File: config.mk
export PLATFORM = sky130hd
export DESIGN_NAME = rtc_alarm
export DESIGN_NICKNAME = d
export VERILOG_FILES = /design/src/rtl/rtc_alarm_pkg.sv /design/src/rtl/rtc_alarm_ctrl.sv /design/src/rtl/rtc_alarm_dp.sv /design/src/rtl/rtc_alarm.sv
export SDC_FILE = /design/constraint.sdc
export NUM_CORES = 1
export LEC_CHECK = 0
export BUFFER_PORTS_ARGS = -buffer_cell sky130_fd_sc_hd__buf_2
export CAP_MARGIN = 20
export CORE_MARGIN = 2
export CORE_UTILIZATION = 23
export CTS_CLUSTER_DIAMETER = 40
export DETAILED_ROUTE_END_ITERATION = 16
export PLACE_DENSITY = 0.39
export SYNTH_ARGS = -nofsm -noshare
export SYNTH_HDL_FRONTEND = slang
export SYNTH_SLANG_ARGS = --single-unit
File: constraint.sdc
create_clock -name clk -period 3.6 [get_ports clk]
set_clock_uncertainty 0.1 [all_clocks]
set_input_delay 0.36 -clock clk [delete_from_list [all_inputs] [get_ports clk]]
set_output_delay 0.36 -clock clk [all_outputs]
set_load 0.03 [all_outputs]
File: src/rtl/rtc_alarm_pkg.sv
package rtc_alarm_pkg;

  // Word index of each register (byte offset >> 2).
  typedef enum logic [2:0] {
    REG_COUNT = 3'd0,
    REG_MATCH = 3'd1,
    REG_LOAD  = 3'd2,
    REG_CTRL  = 3'd3,
    REG_MASK  = 3'd4,
    REG_RAW   = 3'd5,
    REG_MIS   = 3'd6,
    REG_CLEAR = 3'd7
  } rtcReg_e;

  // Write strobes from the control path to the datapath.
  typedef struct packed {
    logic loadWr;
    logic matchWr;
    logic maskWr;
    logic clearWr;
    logic roWr;
  } rtcStrobes_t;

endpackage

File: src/rtl/rtc_alarm_ctrl.sv
module rtc_alarm_ctrl
  import rtc_alarm_pkg::*;
#(
  parameter int ADDR_W = 6
) (
  input  logic                 clk,
  input  logic                 rst,
  input  logic                 busSel,
  input  logic                 busWr,
  input  logic [ADDR_W-1:0]    busAddr,
  output rtcStrobes_t          strobes,
  output rtcReg_e              regIdx,
  output logic                 regMapped,
  output logic                 errFlag
);

  localparam int IDX_LSB = 2;
  localparam int IDX_W   = 3;
  localparam int MAP_TOP = IDX_LSB + IDX_W;

  logic wrEn;
  logic upperZero;

  // Address bits above the map window must be zero, and the low two bits too.
  assign upperZero = ((busAddr >> MAP_TOP) == '0);
  assign regMapped = upperZero && (busAddr[IDX_LSB-1:0] == '0);
  assign regIdx    = rtcReg_e'(busAddr[MAP_TOP-1:IDX_LSB]);
  assign wrEn      = busSel && busWr && regMapped;

  always_comb begin
    strobes = '0;
    if (wrEn) begin
      unique case (regIdx)
        REG_LOAD:                   strobes.loadWr  = 1'b1;
        REG_MATCH:                  strobes.matchWr = 1'b1;
        REG_MASK:                   strobes.maskWr  = 1'b1;
        REG_CLEAR:                  strobes.clearWr = 1'b1;
        REG_COUNT, REG_RAW, REG_MIS: strobes.roWr   = 1'b1;
        default:                    strobes = '0;  // control: no effect
      endcase
    end
  end

  always_ff @(posedge clk) begin
    if (rst) errFlag <= 1'b0;
    else     errFlag <= strobes.roWr;
  end

  // an error pulse follows a bus write to a read-only offset
  p_err_cause_r9: assert property (@(posedge clk) disable iff (rst)
    errFlag |-> $past(busSel && busWr && regMapped &&
                      (busAddr[MAP_TOP-1:IDX_LSB] == 3'd0 ||
                       busAddr[MAP_TOP-1:IDX_LSB] == 3'd5 ||
                       busAddr[MAP_TOP-1:IDX_LSB] == 3'd6)));

  // at most one register is written per cycle
  p_one_strobe_r10: assert property (@(posedge clk) disable iff (rst)
    $onehot0(strobes));

endmodule

File: src/rtl/rtc_alarm_dp.sv
module rtc_alarm_dp
  import rtc_alarm_pkg::*;
#(
  parameter int CNT_W  = 32,
  parameter int DATA_W = 32
) (
  input  logic               clk,
  input  logic               rst,
  input  logic               tick,
  input  rtcStrobes_t        strobes,
  input  logic [DATA_W-1:0]  wdata,
  input  rtcReg_e            regIdx,
  input  logic               regMapped,
  output logic [DATA_W-1:0]  rdata,
  output logic               irq
);

  logic [CNT_W-1:0] countQ;
  logic [CNT_W-1:0] matchQ;
  logic             maskQ;
  logic             rawQ;
  logic             evalQ;
  logic             hit;
  logic             setNow;
  logic [CNT_W-1:0] wrTrunc;
  logic [CNT_W-1:0] toGo;

  assign wrTrunc = wdata[CNT_W-1:0];

  // Wrap-safe distance to the alarm; zero means due.
  assign toGo   = matchQ - countQ;
  assign hit    = (toGo == '0);
  assign setNow = evalQ && hit;

  always_ff @(posedge clk) begin
    if (rst) begin
      countQ <= '0;
    end else if (strobes.loadWr) begin
      countQ <= wrTrunc;
    end else if (tick) begin
      countQ <= countQ + 1'b1;
    end
  end

  always_ff @(posedge clk) begin
    if (rst) begin
      matchQ <= '0;
      maskQ  <= 1'b0;
      evalQ  <= 1'b0;
    end else begin
      if (strobes.matchWr) matchQ <= wrTrunc;
      if (strobes.maskWr)  maskQ  <= wdata[0];
      evalQ <= tick || strobes.loadWr || strobes.matchWr;
    end
  end

  always_ff @(posedge clk) begin
    if (rst)                  rawQ <= 1'b0;
    else if (setNow)          rawQ <= 1'b1;
    else if (strobes.clearWr) rawQ <= 1'b0;
  end

  assign irq = rawQ & maskQ;

  always_comb begin
    rdata = '0;
    if (regMapped) begin
      unique case (regIdx)
        REG_COUNT, REG_LOAD: rdata = DATA_W'(countQ);
        REG_MATCH:           rdata = DATA_W'(matchQ);
        REG_MASK:            rdata = DATA_W'(maskQ);
        REG_RAW:             rdata = DATA_W'(rawQ);
        REG_MIS:             rdata = DATA_W'(irq);
        default:             rdata = '0;
      endcase
    end
  end

  // a load sets the count on the next cycle
  p_load_takes_r1: assert property (@(posedge clk) disable iff (rst)
    strobes.loadWr |=> countQ == $past(wrTrunc));

  // a tick without load advances the count by one
  p_tick_inc_r2: assert property (@(posedge clk) disable iff (rst)
    (tick && !strobes.loadWr) |=> countQ == $past(countQ) + 1'b1);

  // a due alarm sets the raw flag
  p_alarm_sets_r4: assert property (@(posedge clk) disable iff (rst)
    setNow |=> rawQ);

  // the raw flag only falls through a clear write
  p_raw_sticky_r7: assert property (@(posedge clk) disable iff (rst)
    (rawQ && !strobes.clearWr) |=> rawQ);

  // a clear with no alarm due drops the flag
  p_clear_r6: assert property (@(posedge clk) disable iff (rst)
    (strobes.clearWr && !setNow) |=> !rawQ);

  // no interrupt while disabled
  p_irq_gated_r8: assert property (@(posedge clk) disable iff (rst)
    !maskQ |-> !irq);

endmodule

File: src/rtl/rtc_alarm.sv
module rtc_alarm
  import rtc_alarm_pkg::*;
#(
  parameter int CNT_W  = 32,
  parameter int DATA_W = 32,
  parameter int ADDR_W = 6
) (
  input  logic               clk,
  input  logic               rst,
  input  logic               tick,
  input  logic               busSel,
  input  logic               busWr,
  input  logic [ADDR_W-1:0]  busAddr,
  input  logic [DATA_W-1:0]  busWdata,
  output logic [DATA_W-1:0]  busRdata,
  output logic               irq,
  output logic               errFlag
);

  rtcStrobes_t strobes;
  rtcReg_e     regIdx;
  logic        regMapped;

  rtc_alarm_ctrl #(.ADDR_W(ADDR_W)) ctrl_i (
    .clk       (clk),
    .rst       (rst),
    .busSel    (busSel),
    .busWr     (busWr),
    .busAddr   (busAddr),
    .strobes   (strobes),
    .regIdx    (regIdx),
    .regMapped (regMapped),
    .errFlag   (errFlag)
  );

  rtc_alarm_dp #(.CNT_W(CNT_W), .DATA_W(DATA_W)) dp_i (
    .clk       (clk),
    .rst       (rst),
    .tick      (tick),
    .strobes   (strobes),
    .wdata     (busWdata),
    .regIdx    (regIdx),
    .regMapped (regMapped),
    .rdata     (busRdata),
    .irq       (irq)
  );

  // outputs are quiet in the cycle after reset
  p_reset_quiet_r11: assert property (@(posedge clk)
    $past(rst) |-> (!irq && !errFlag));

endmodule

==> run summary <==
Post-DRT Antenna Nets -> 0
Post-DP HPWL -> 13.4 mm
Vias in the first global route -> 5328
H-tree depth -> 3
DP Area -> 0.00608 mm²
RSZ-0062 raised after global routing -> false
Hold Slack -> 157 ps
Area growth from synthesis to layout -> 17.1%
Post-layout min period -> 3020 ps
GRT overflow -> 0
IR drop worst, VDD -> 207 µV
First-pass GRT wire length -> 29.0 mm
Total setup buffers inserted after CTS -> 0
Vias per cell -> 4.77
Io pins -> 77
LEAKAGE -> 2.40 nW
Hold-fix buffers, CTS -> 0
Sequential share of the synthesized area -> 25.0%
DRT iter0 DRCs -> 351
Syn_area_per_cell -> 7.27 µm²
Chip height -> 158 µm
CTS tree -> done
Final worst path period share -> 83.8%
Final hold viol count -> 0
Net Count, Synth -> 823
PortBufs -> 76
Setup violations, final -> 0
Max-slew violations -> 0
Status -> complete, no violations
Clk buf depth -> 2
Root buf cell -> clkbuf_16
Startpoint types -> flip-flop
DP Worst Slack -> 608 ps
Worst Hold Class -> primary input to flip-flop
Final std cells w/o fill -> 1124
Residual DRC -> 0
Endpoint class of the critical path -> flip-flop
Yosys reg bits -> 68
Async set or reset register ratio after synthesis -> 0%
Combinational share of power -> 15.8%
Post-synth top flop -> dfxtp_1
GPL Wtd Cong -> 0.861
PostCTS Resize Cnt -> 0
Max Cap Viol -> 0
Ant diodes -> 0
Distinct cells, synth -> 71
Largest net degree at the start of global routing -> 69
Fmax achieved -> 331 MHz
Initial Util -> 23.3%
# clock sinks -> 68
PD cells -> 305 mW/mm²
FP Rows -> 56
Inserted Clock Buffers -> 9
Switching power -> 0.531 mW
Final Cell Area -> 0.00636 mm²
Final TNS setup -> 0 ps
Share of post-route cells with drive strength above 1 -> 15.8%
Skew-Pair Late Insertion Delay -> 350 ps
Total chip power -> 1.94 mW
Drt wl/cell -> 16.2 µm
CP Max Fanout -> 9
Placed cell count -> 1108
Net Sw Frac -> 27.3%
Core Area -> 0.0233 mm²
Overall routing resource usage -> 14.9%
Post-layout util -> 27.3%
Vias -> 5359
Post-synth EDFFs -> 0
Final worst slack -> 583 ps
Final wirelength -> 18.2 mm
WS Path Type -> flip-flop to flip-flop
Die Wd -> 158 µm
CP Data Arrival Time -> 3210 ps
Yosys Warn Count -> 0
Drt first pass iters -> 4
Mapped cell area -> 0.00544 mm²
Synth Instances -> 748
Sequential Power Share -> 39.4%
DIE AREA -> 0.0249 mm²
Clock power share -> 44.8%
Initial antenna violation count -> 0
Worst slew pin tran -> 767 ps
Rel. slew slack -> 48.8%
Reg clk slew, reported paths -> 60 ps
Critical Path RT -> 3800 ps
Power Internal -> 1.41 mW
Fin nets -> 875
[power groups by stage]
stage	sequential [mW]	combinational, mW	clock, mW
4_1_cts	0.765	0.312	0.896
5_1_grt	0.765	0.339	0.925
3_5_place_dp	0.781	0.311	0
6_report	0.765	0.307	0.870
2_1_floorplan	0.779	0.223	0
3_3_place_gp	0.781	0.312	0
[routing by layer]
layer | vias to the layer above | wire, µm | global-route usage [%]
met5 | - | 0 | 0
met2 | 81 | 7960 | 23.5
met4 | 0 | 333 | 4.76
met1 | 2490 | 9380 | 20.8
met3 | 22 | 488 | 2.35
li1 | 2766 | - | -
[cells in the final DEF (no fill, tap or decap), drive strengths merged, types with 22 or more instances in the layout]
cell / Yosys / final
a211oi: 40 / 40
a21oi: 66 / 66
a22oi: 33 / 33
buf: 3 / 84
dfxtp: 68 / 68
ha: 32 / 32
inv: 39 / 39
nand2: 106 / 106
nand3: 29 / 29
nor2: 91 / 91
nor3: 22 / 22
o21ai: 23 / 23
xnor2: 37 / 37
[worst paths after layout]
kind | cells past startpoint | start | endpoint | slack, ps
setup / recovery | 12 | dp_i.countQ[11] | dp_i.rawQ | 580
hold / removal | 3 | busWdata[11] | dp_i.matchQ[11] | 160
setup reg to reg | 12 | dp_i.countQ[11] | dp_i.rawQ | 580
hold reg to reg | 2 | dp_i.matchQ[8] | dp_i.matchQ[8] | 380
[synth_stat cells (4+ instances only)]
cell        n  area (µm²)
a21o_1      4        30.0
xnor2_1    37         324
o21ai_0    18        90.1
a211oi_1   39         293
nand3_1    28         140
a22oi_1    33         248
a21oi_1    63         315
and3_1      9        56.3
nor3_1     20         100
o21ai_1     4        20.0
dfxtp_1    68        1360
nor3b_1     4        30.0
nand4_1     9        56.3
inv_1      37         139
nor2_1     91         342
clkbuf_1   37         139
nor2b_1     6        37.5
and2_1      4        25.0
ha_1       32         400
mux2i_1     6        60.1
a31oi_1     6        37.5
nand2_1   105         394
xor2_1     11        96.3
o211ai_1    6        45.0
[worst max-delay path, cell delays in order, from the launching register on]
cell,delay (ps)
dfxtp_1,380
inv_1,60
ha_1,400
a211o_1,390
a21oi_4,220
o211ai_2,130
o211a_4,280
o21a_2,260
o211ai_1,190
nand4_1,160
nor4_2,180
nand4_1,120
nand2_1,90
[kinds of logic (layout without fill, tap and decap cells)]
logic type | after synthesis | in the layout | synth area share [%]
fa+ha+maj | 32 | 32 | 7.36
simple gates | 300 | 300 | 25.6
compound gates | 212 | 212 | 26.7
xor+xnor | 48 | 48 | 7.73
flops | 68 | 68 | 25.0
mux | 6 | 6 | 1.10
buf+inv | 82 | 139 | 6.44
[cell type report]
cell class / instances / area [µm²]
Clock buffer: 15 / 278
Multi-Input combinational cell: 598 / 3730
Inverter: 39 / 146
Tap cell: 319 / 399
Sequential cell: 68 / 1360
Fill cell: 2637 / 17000
Timing Repair Buffer: 84 / 440
Clock inverter: 1 / 5.00
[state kept, by name, indices dropped and copies added, names as in the netlist]
signal	flops
dp_i.countQ	32
dp_i.matchQ	32
ctrl_i.errFlag	1
dp_i.evalQ	1
dp_i.maskQ	1
dp_i.rawQ	1
No activity file was read; power rests on OpenSTA's default activity.
